### src/rtl/pecc_pkg.sv
package pecc_pkg;

    typedef enum logic [2:0] {
        ST_IDLE,
        ST_POLL,
        ST_SECT,
        ST_SCAN,
        ST_CLEAR
    } pecc_state_e;

    localparam logic [1:0] MODE_SMALL = 2'd0;
    localparam logic [1:0] MODE_MID   = 2'd1;

    localparam int MAX_SECT_PER_PAGE = 8;

endpackage

### src/rtl/pecc_geometry.sv
module pecc_geometry #(
    parameter int SECT_BYTES = 512,
    parameter int SECT_W     = 4,
    parameter int BYTE_W     = 12
) (
    input  logic [1:0]        page_mode,
    input  logic [SECT_W-1:0] buf_idx,
    output logic [SECT_W-1:0] first_sect,
    output logic [SECT_W-1:0] last_sect,
    output logic [BYTE_W-1:0] last_byte
);
    import pecc_pkg::*;

    logic [SECT_W-1:0] span_m1;
    logic [1:0]        shift;

    always_comb begin
        unique case (page_mode)
            MODE_SMALL: begin
                shift     = 2'd0;
                span_m1   = SECT_W'(0);
                last_byte = BYTE_W'(SECT_BYTES - 1);
            end
            MODE_MID: begin
                shift     = 2'd2;
                span_m1   = SECT_W'(3);
                last_byte = BYTE_W'(4 * SECT_BYTES - 1);
            end
            default: begin
                shift     = 2'd3;
                span_m1   = SECT_W'(MAX_SECT_PER_PAGE - 1);
                last_byte = BYTE_W'(MAX_SECT_PER_PAGE * SECT_BYTES - 1);
            end
        endcase
    end

    // Shifting within SECT_W bits drops the high buffer bits (buffer wrap).
    assign first_sect = buf_idx << shift;
    assign last_sect  = first_sect + span_m1;

endmodule

### src/rtl/pecc_lane_pick.sv
module pecc_lane_pick #(
    parameter int NUM_WORDS = 4,
    parameter int LANES     = 4,
    parameter int LANE_BITS = 8,
    parameter int CNT_BITS  = 4,
    parameter int SECT_W    = 4,
    parameter int ADDR_W    = 2
) (
    input  logic [SECT_W-1:0]          sect,
    input  logic [LANES*LANE_BITS-1:0] rdata,
    output logic [ADDR_W-1:0]          word_addr,
    output logic [CNT_BITS-1:0]        count,
    output logic                       uncorr
);
    localparam int LSEL_W = $clog2(LANES);

    logic [CNT_BITS-1:0] lane_cnt [LANES];
    logic [LSEL_W-1:0]   lane_sel;

    for (genvar g = 0; g < LANES; g++) begin : g_lane
        assign lane_cnt[g] = rdata[g*LANE_BITS +: CNT_BITS];
    end

    // Lowest-numbered sector of a word sits in the most significant lane.
    assign lane_sel  = LSEL_W'(LANES - 1) - sect[LSEL_W-1:0];
    assign word_addr = ADDR_W'(sect >> LSEL_W);
    assign count     = lane_cnt[lane_sel];
    assign uncorr    = &count;

endmodule

### src/rtl/page_ecc_judge.sv
module page_ecc_judge #(
    parameter int NUM_WORDS  = 4,
    parameter int SECT_BYTES = 512,
    parameter int OPC_BIT    = 0,
    parameter int TMO_BIT    = 1,
    localparam int LANES     = 4,
    localparam int WORD_W    = 32,
    localparam int SECT_W    = $clog2(NUM_WORDS * LANES),
    localparam int ADDR_W    = $clog2(NUM_WORDS),
    localparam int BYTE_W    = $clog2(pecc_pkg::MAX_SECT_PER_PAGE * SECT_BYTES)
) (
    input  logic              clk,
    input  logic              rst_n,
    input  logic              start,
    input  logic [1:0]        page_mode,
    input  logic [SECT_W-1:0] buf_idx,
    output logic              busy,
    output logic              done,
    input  logic [WORD_W-1:0] evt_stat,
    output logic              evt_wr_en,
    output logic [WORD_W-1:0] evt_wr_data,
    output logic [ADDR_W-1:0] ecc_addr,
    input  logic [WORD_W-1:0] ecc_rdata,
    input  logic              byte_valid,
    input  logic [7:0]        byte_data,
    output logic              byte_ready,
    output logic              res_ok,
    output logic              res_blank,
    output logic              res_fatal
);
    import pecc_pkg::*;

    pecc_state_e       state, nxt;
    logic [1:0]        mode_q;
    logic [SECT_W-1:0] buf_q;
    logic [WORD_W-1:0] stat_q;
    logic [SECT_W-1:0] sect_q;
    logic [BYTE_W-1:0] bcnt_q;
    logic              ok_q, blank_q, fatal_q;

    logic [SECT_W-1:0] first_sect, last_sect;
    logic [BYTE_W-1:0] last_byte;
    logic [3:0]        sect_cnt;
    logic              uncorr;

    pecc_geometry #(
        .SECT_BYTES (SECT_BYTES),
        .SECT_W     (SECT_W),
        .BYTE_W     (BYTE_W)
    ) u_geom (
        .page_mode  (mode_q),
        .buf_idx    (buf_q),
        .first_sect (first_sect),
        .last_sect  (last_sect),
        .last_byte  (last_byte)
    );

    pecc_lane_pick #(
        .NUM_WORDS (NUM_WORDS),
        .LANES     (LANES),
        .LANE_BITS (WORD_W / LANES),
        .CNT_BITS  (4),
        .SECT_W    (SECT_W),
        .ADDR_W    (ADDR_W)
    ) u_pick (
        .sect      (sect_q),
        .rdata     (ecc_rdata),
        .word_addr (ecc_addr),
        .count     (sect_cnt),
        .uncorr    (uncorr)
    );

    wire opc_seen  = evt_stat[OPC_BIT];
    wire tmo_seen  = evt_stat[TMO_BIT];
    wire byte_bad  = (byte_data != 8'hFF);
    wire page_end  = (bcnt_q == last_byte);
    wire sect_last = (sect_q == last_sect);

    // State register
    always_ff @(posedge clk or negedge rst_n) begin
        if (!rst_n) state <= ST_IDLE;
        else        state <= nxt;
    end

    // Next-state decode
    always_comb begin
        nxt = state;
        unique case (state)
            ST_IDLE:  if (start) nxt = ST_POLL;
            ST_POLL:  if (opc_seen) nxt = tmo_seen ? ST_CLEAR : ST_SECT;
            ST_SECT: begin
                if (uncorr)         nxt = ST_SCAN;
                else if (sect_last) nxt = ST_CLEAR;
            end
            ST_SCAN:  if (byte_valid && (byte_bad || page_end)) nxt = ST_CLEAR;
            ST_CLEAR: nxt = ST_IDLE;
            default:  nxt = ST_IDLE;
        endcase
    end

    // Working registers and results
    always_ff @(posedge clk or negedge rst_n) begin
        if (!rst_n) begin
            mode_q  <= '0;
            buf_q   <= '0;
            stat_q  <= '0;
            sect_q  <= '0;
            bcnt_q  <= '0;
            ok_q    <= 1'b0;
            blank_q <= 1'b0;
            fatal_q <= 1'b0;
        end else begin
            unique case (state)
                ST_IDLE: if (start) begin
                    mode_q  <= page_mode;
                    buf_q   <= buf_idx;
                    ok_q    <= 1'b0;
                    blank_q <= 1'b0;
                    fatal_q <= 1'b0;
                end
                ST_POLL: if (opc_seen) begin
                    stat_q <= evt_stat;
                    sect_q <= first_sect;
                    if (tmo_seen) fatal_q <= 1'b1;
                end
                ST_SECT: begin
                    if (uncorr)         bcnt_q <= '0;
                    else if (sect_last) ok_q   <= 1'b1;
                    else                sect_q <= sect_q + 1'b1;
                end
                ST_SCAN: if (byte_valid) begin
                    if (byte_bad)      fatal_q <= 1'b1;
                    else if (page_end) blank_q <= 1'b1;
                    else               bcnt_q  <= bcnt_q + 1'b1;
                end
                default: ;
            endcase
        end
    end

    // Outputs
    always_comb begin
        busy        = (state != ST_IDLE);
        done        = (state == ST_CLEAR);
        evt_wr_en   = (state == ST_CLEAR);
        evt_wr_data = stat_q;
        byte_ready  = (state == ST_SCAN);
        res_ok      = ok_q;
        res_blank   = blank_q;
        res_fatal   = fatal_q;
    end

    // Assertions
    assert_done_pulse_R9: assert property (@(posedge clk) disable iff (!rst_n)
        done |=> !done) else $error("done longer than one cycle");

    assert_wb_with_done_R9: assert property (@(posedge clk) disable iff (!rst_n)
        evt_wr_en |-> (done && evt_wr_data[OPC_BIT])) else $error("bad write-back");

    assert_one_result_R10: assert property (@(posedge clk) disable iff (!rst_n)
        done |-> ($countones({res_ok, res_blank, res_fatal}) == 1)) else $error("result not one-hot");

    assert_hold_idle_R10: assert property (@(posedge clk) disable iff (!rst_n)
        (state == ST_IDLE && !start) |=> $stable({res_ok, res_blank, res_fatal}))
        else $error("result changed while idle");

    assert_timeout_fatal_R3: assert property (@(posedge clk) disable iff (!rst_n)
        (state == ST_POLL && opc_seen && tmo_seen) |=> (done && res_fatal))
        else $error("timeout not fatal");

    assert_no_scan_clean_R7: assert property (@(posedge clk) disable iff (!rst_n)
        (state == ST_SECT && !uncorr) |=> !byte_ready) else $error("scan without uncorrectable");

    assert_bad_byte_stop_R8: assert property (@(posedge clk) disable iff (!rst_n)
        (byte_ready && byte_valid && byte_bad) |=> (!byte_ready && res_fatal))
        else $error("scan continued past bad byte");

endmodule

### config.mk
export PLATFORM = sky130hd
export DESIGN_NAME = page_ecc_judge
export DESIGN_NICKNAME = d
export VERILOG_FILES = /design/src/rtl/pecc_pkg.sv /design/src/rtl/pecc_geometry.sv /design/src/rtl/pecc_lane_pick.sv /design/src/rtl/page_ecc_judge.sv
export SDC_FILE = /design/constraint.sdc
export NUM_CORES = 1
export LEC_CHECK = 0
export CAP_MARGIN = 10
export CORE_MARGIN = 5
export CORE_UTILIZATION = 39
export DETAILED_ROUTE_END_ITERATION = 12
export GPL_TIMING_DRIVEN = 0
export PLACE_DENSITY = 0.76
export SLEW_MARGIN = 20
export SYNTH_ARGS = -nofsm -noshare
export SYNTH_HDL_FRONTEND = slang
export SYNTH_SLANG_ARGS = --single-unit
export TNS_END_PERCENT = 50
### constraint.sdc
create_clock -name clk -period 2.35 [get_ports clk]
set_input_delay 0.47 -clock clk [delete_from_list [all_inputs] [get_ports clk]]
set_output_delay 0.47 -clock clk [all_outputs]
set_load 0.1 [all_outputs]
## Word-level counts from Yosys, hierarchy flattened

Index checks and enable logic that the tools add are counted.

| operators by class | value |
|---|---|
| shift operators | 1 |
| divide/modulo/power cells | 0 |
| equal/unequal tests | 22 |
| $lt $le $gt $ge | 1 |
| reduce and logical (&&, ||, !) cells | 19 |
| mux-type cells | 35 |
| bitwise operators | 1 |
| $mul | 0 |
| add/sub/neg operators | 4 |

Operators by type and width:

| kind | count |
|---|---|
| 12-bit 2-to-1 mux | 4 |
| 12-bit one-hot mux with 2 select lines | 2 |
| 4-bit 2-to-1 mux | 5 |
| 3-bit 2-to-1 mux | 6 |
| 2-bit != test, second input constant | 9 |
| 4-bit AND reduction | 4 |
| 12-bit by 1-bit adder with 12-bit output, second input constant | 1 |
| 12-bit equality test | 1 |
| 3-bit one-hot mux with 4 select lines | 1 |
| 1-bit 2-to-1 mux | 10 |
| 5-bit AND reduction | 2 |
| 4-bit binary-select mux with 2-bit select | 1 |
| 2-bit by 1-bit != test with 1-bit output, second input constant | 4 |
| 8-bit != test, second input constant | 1 |
| 4-bit one-hot mux with 2 select lines | 1 |
| 2-bit nonzero test | 4 |
| 3-bit by 2-bit equality test with 1-bit output, second input constant | 2 |
| 3-bit one-hot mux with 2 select lines | 1 |
| 6-bit AND reduction | 1 |
| 3-bit nonzero test | 2 |
| 4-bit by 1-bit adder with 4-bit output, second input constant | 1 |
| 4-bit by 3-bit adder with 4-bit output | 1 |
| 4-bit equality test | 1 |
| 1-bit one-hot mux with 2 select lines | 2 |
| 15 further kinds | 16 |

| word-level totals | value |
|---|---|
| memories kept | 0 |
| bits in latches | 0 |
| input bits | 82 |
| flip-flop bits (word level) | 60 |
| bits in writable memories | 0 |
| memory bits (read-only) | 0 |
| logic and storage cells | 92 |

## Longest topological paths before layout

Gate-level depths: netlist (run 1).

| logic depth | value |
|---|---|
| depth in word-level cells | 8 |
| gate-level depth with buffers | 10 |

## Modules after synthesis

From an unflattened synthesis (run 1), not the netlist that was laid out.

| unflattened totals | value |
|---|---|
| cells, all modules | 292 |
| area, all modules | 3206.8 µm² |

By module, submodules not included:

| module | times used | seq. area each (µm²) | area an instance (µm²) | cells each |
|---|---|---|---|---|
| page_ecc_judge | 1 | 1501.4 | 2912.8 | 258 |
| pecc_geometry | 1 | 0.0 | 180.2 | 27 |
| pecc_lane_pick | 1 | 0.0 | 113.9 | 7 |

## Worst setup path after synthesis (run 1)

Ideal clock, no wire load.

| timing | value |
|---|---|
| kind | register -> output |
| start point | reg state[1] |
| end point | out evt_wr_en |
| path slack | -1.437 ns |
| required time | 1.880 ns |
| data arrival time | 3.317 ns |
| stages on the path, launching flop included | 4 |
| cells stage by stage | dfrtp_1 clkbuf_1 nor3_1 buf_4 |

| on the way | value |
|---|---|
| word-level cells in the longest chain between the ends | 1 |

Ends and longest elaborated chain:

| item | RTL line | RTL |
|---|---|---|
| start: declaration | page_ecc_judge.sv:33 | `pecc_state_e state, nxt;` |
| start signal: assignment | page_ecc_judge.sv:82 | `else state <= nxt;` |
| 3-bit equality test | - |  |
| end: declaration | page_ecc_judge.sv:20 | `output logic evt_wr_en,` |

Every way passes these cells.

## Worst setup path in the final report (run 1)

| timing | value |
|---|---|
| start point | reg mode_q[1] |
| end point | reg sect_q[2] |

| on the way | value |
|---|---|
| word-level cells in the longest chain between the ends | 7 |
| elaborated cells between the ends (all ways) | 11 |
| classes of those cells | add/sub (1); eq/ne (3); shift (1); mux (4); reduce/logical (2) |

Ends and longest elaborated chain:

| item | RTL line | RTL |
|---|---|---|
| start: declaration | page_ecc_judge.sv:34 | `logic [1:0] mode_q;` |
| start signal: assignment | page_ecc_judge.sv:115 | `mode_q <= page_mode;` |
| 2-bit by 1-bit equality test with 1-bit output / 2-bit logical NOT (equally long branches) | pecc_geometry.sv:18 | `unique case (page_mode)` |
| 2-bit one-hot mux with 2 select lines | pecc_geometry.sv:18 |  |
| 4-bit by 2-bit left shift with 4-bit output | pecc_geometry.sv:38 | `assign first_sect = buf_idx << shift;` |
| 4-bit by 3-bit adder with 4-bit output | pecc_geometry.sv:39 | `assign last_sect = first_sect + span_m1;` |
| 4-bit equality test | page_ecc_judge.sv:77 | `wire sect_last = (sect_q == last_sect);` |
| 2-bit != test (no source line) | - |  |
| 4-bit AND reduction (no source line) | - |  |
| end signal: assignment | page_ecc_judge.sv:123 | `sect_q <= first_sect;` |
| end signal: assignment | page_ecc_judge.sv:129 | `else sect_q <= sect_q + 1'b1;` |
| end: declaration | page_ecc_judge.sv:37 | `logic [SECT_W-1:0] sect_q;` |

Several ways; a longest one is shown, not always the timed one. The select of a mux whose other input is x is not followed.
A chain may end at the register's enable or synchronous reset.

==> impl_metrics.yaml, run 1 <==
clock_network:
  cts_buffers: 9
  path_clk_slew_ps: 70
  clockBufferDepth: 2
  cts_htree_levels: 3
  cts_sinks: 60
  cts-root-buf: "clkbuf_8"
  clk_latency_ps: 340
  cts_tree: "yes"
critical_path:
  startpoint: "mode_q[1]"
  r2r_start: "mode_q[1]"
  worstSetupPathType: "flop to flop"
  r2r_cells: 9
  cp.required_ps: 2560
  setup.worst_path.start_class: "flop"
  crit_fanout: 10
  cp.arrival_ps: 2700
  reg2reg_to: "sect_q[2]"
  reg2reg_slack_ps: -140
  cp-end-kind: "flop"
global_routing:
  grt_pass1_wl_um: 14140
  grt_pass1_vias: 2928
  antenna_found_initial: 0
  grtUsageTotal_pct: 18.16
  grt_max_degree: 47
  grt-ovfl-total: 0
die:
  io_pins: 123
  die_w_um: 98.08
  floorplan.initialDensity_pct: 39.56
  core_area_mm2: 0.007647
  dieArea_mm2: 0.009619
  row_count: 32
  die_h_um: 98.08
status:
  failed_checks: "negative setup slack"
  outcome: "complete, but fails checks"
job:
  drv_cap: 0
logic_synthesis:
  synth-edff-count: 0
  synthTopCellsByArea: "dfrtp_1 (50%), mux2_2 (14%), a21oi_1 (2.5%), nand2_1 (2.4%), or4_1 (2.0%)"
  ys_seq_area_share_pct: 49.63
  ys_ff_latch: 60
  syn_inst: 274
  ys_types: 52
  yosysTopAreaCell: "dfrtp_1"
  synth_top_area_share_pct: 49.63
  synth_area_mm2: 0.003025
  avgSynthCellArea_um2: 11.04
  syn_nets: 360
  synth_ff_type: "dfrtp_1"
  async_flop_share_pct: 100.0
  yosysWarnings: 0
layout:
  final_cell_mix: "clkdlybuf4s50_1 (63), dfrtp_1 (59), mux2_2 (37)"
  area_delta_synth_final_pct: 58.81
  final_cell_area_mm2: 0.004805
  antenna_cells: 0
  stdcell_count: 515
  drive_above_1_share_pct: 29.06
  final_core_util_pct: 62.83
  nets: 496
  final_common_cell: "clkdlybuf4s50_1"
routing:
  via_count: 2801
  firstDrtPassIters: 5
  wl_um: 9135
  routedWlPerCell_um: 17.74
  drc_errors: 0
  detail-route-antenna-nets: 0
  drt_iter0_drc: 139
  via_per_inst: 5.439
place:
  dp.final_hpwl_um: 6208
  dp.cells: 483
  gp_congestion: 0.8966
  pre_cts_ws_ps: -718.5
  place_area_mm2: 0.004258
  io_buffers: 106
sta:
  fin_ws_ps: -141.8
  period_needed_ps: 2492
  tightestPinTransition_ps: 1002
  fin_worst_skew_ps: 12.44
  min_period_over_period_pct: 106.0
  slew_headroom_pct: 33.12
  max_freq_mhz: 401.3
  final-hold-violation-count: 0
  rsz0062_at_grt: "yes"
  setup_viol: 7
  final_max_slew_viol_count: 0
worst_hold_path:
  min-delay-start: "evt_wr_data[0]"
  hold_path_class: "flop to flop"
  min_to: "evt_wr_data[0]"
  hold_depth: 1
==> logic make-up (layout without fill, tap and decap cells) <==
group	after synthesis	after routing	share of synthesized area (%)
mux	39	39	14.43
xor+xnor	6	6	1.737
compound gates	50	51	12.41
flops	60	60	49.63
buf+inv	24	162	4.012
fa+ha+maj	4	4	1.654
other cells	1	1	0.1240
simple gates	90	90	16.01
==> synth_stat cells, drive strengths merged (2+ instances only) <==
master and count:
mux2i 2, a2111oi 2, or3 6, a31oi 3
nand2b 2, and3 4, nand4 7, a21oi 15
nand3 10, dfrtp 60, o31ai 6, o311ai 3
o22ai 2, ha 4, nand2 19, inv 8
or4 8, nor3b 3, clkbuf 6, mux2 37
nor3 8, or2 2, buf 10, xnor2 5
nor2 15, o21ai 8, a211oi 2
==> how the worst max path moves through the flow <==
stage,to
2_1_floorplan,state[1]
3_3_place_gp,res_blank
3_5_place_dp,bcnt_q[7]
4_1_cts,state[1]
5_1_grt,sect_q[3]
6_report,sect_q[2]
==> what timing repair did <==
| action | 4_1_cts | 5_1_grt |
|---|---|---|
| hold endpoints to repair | 14 | 0 |
| endpoints found under the setup margin | 23 | 34 |
| hold buffers | 1 | 0 |
| gates cloned | 1 | 1 |
| resized for setup | 29 | 67 |
| setup buffers | 4 | 11 |
| pin swaps | 9 | 29 |
==> area by class of cell <==
| type | count | area [µm²] |
|---|---|---|
| clock inverters | 3 | 15.01 |
| multi-input cells | 191 | 1593 |
| flip-flops and latches | 60 | 1503 |
| plain buffers | 16 | 103.9 |
| inverters | 8 | 30.03 |
| well taps | 102 | 127.6 |
| clock buffers | 11 | 141.4 |
| fillers | 587 | 2843 |
| repair buffers | 124 | 1291 |
==> layer usage <==
| metal | global-route usage (%) | vias up | wire length (µm) |
|---|---|---|---|
| met5 | 0 | - | 0 |
| met4 | 6.709 | 0 | 171 |
| met3 | 8.429 | 17 | 1016 |
| met2 | 29.58 | 133 | 4482 |
| met1 | 20.93 | 1366 | 3464 |
| li1 | - | 1285 | - |
==> worst max-delay path: stages, from the launching register on <==
cell and delay, ps:
dfrtp_1 410, buf_2 200, or3_1 360, ha_1 340
xor2_2 200, a2111oi_4 340, buf_4 210, o32ai_4 100
a21oi_1 150, a21oi_1 50
==> through the flow <==
step	hold slack, ps	setup TNS (ps)
6_report	480.2	-658.0
2_1_floorplan	174.4	0
4_1_cts	477.2	-305.8
3_5_place_dp	345.5	-10530
5_1_grt	527.5	-1479
3_3_place_gp	459.8	-77550
==> sequential cells by signal, summed over array words and instances, names as in the netlist <==
signal / cells
mode_q: 2
state: 3
buf_q: 4
bcnt_q: 12
evt_wr_data: 32
res_blank: 1
res_fatal: 1
res_ok: 1
sect_q: 4
Power of run 1 is left out: the tool's default activity adds up to more than one toggle a clock period on the data nets, which glitch-free logic cannot reach.
==> inputs of run 2 (changes only) <==
Settings changed: CTS_CLUSTER_SIZE set to 24.
==> results of run 2 <==
The final DEF is identical to that of run 1; final timing and power are the same.
Power of run 2 is left out for the same reason.
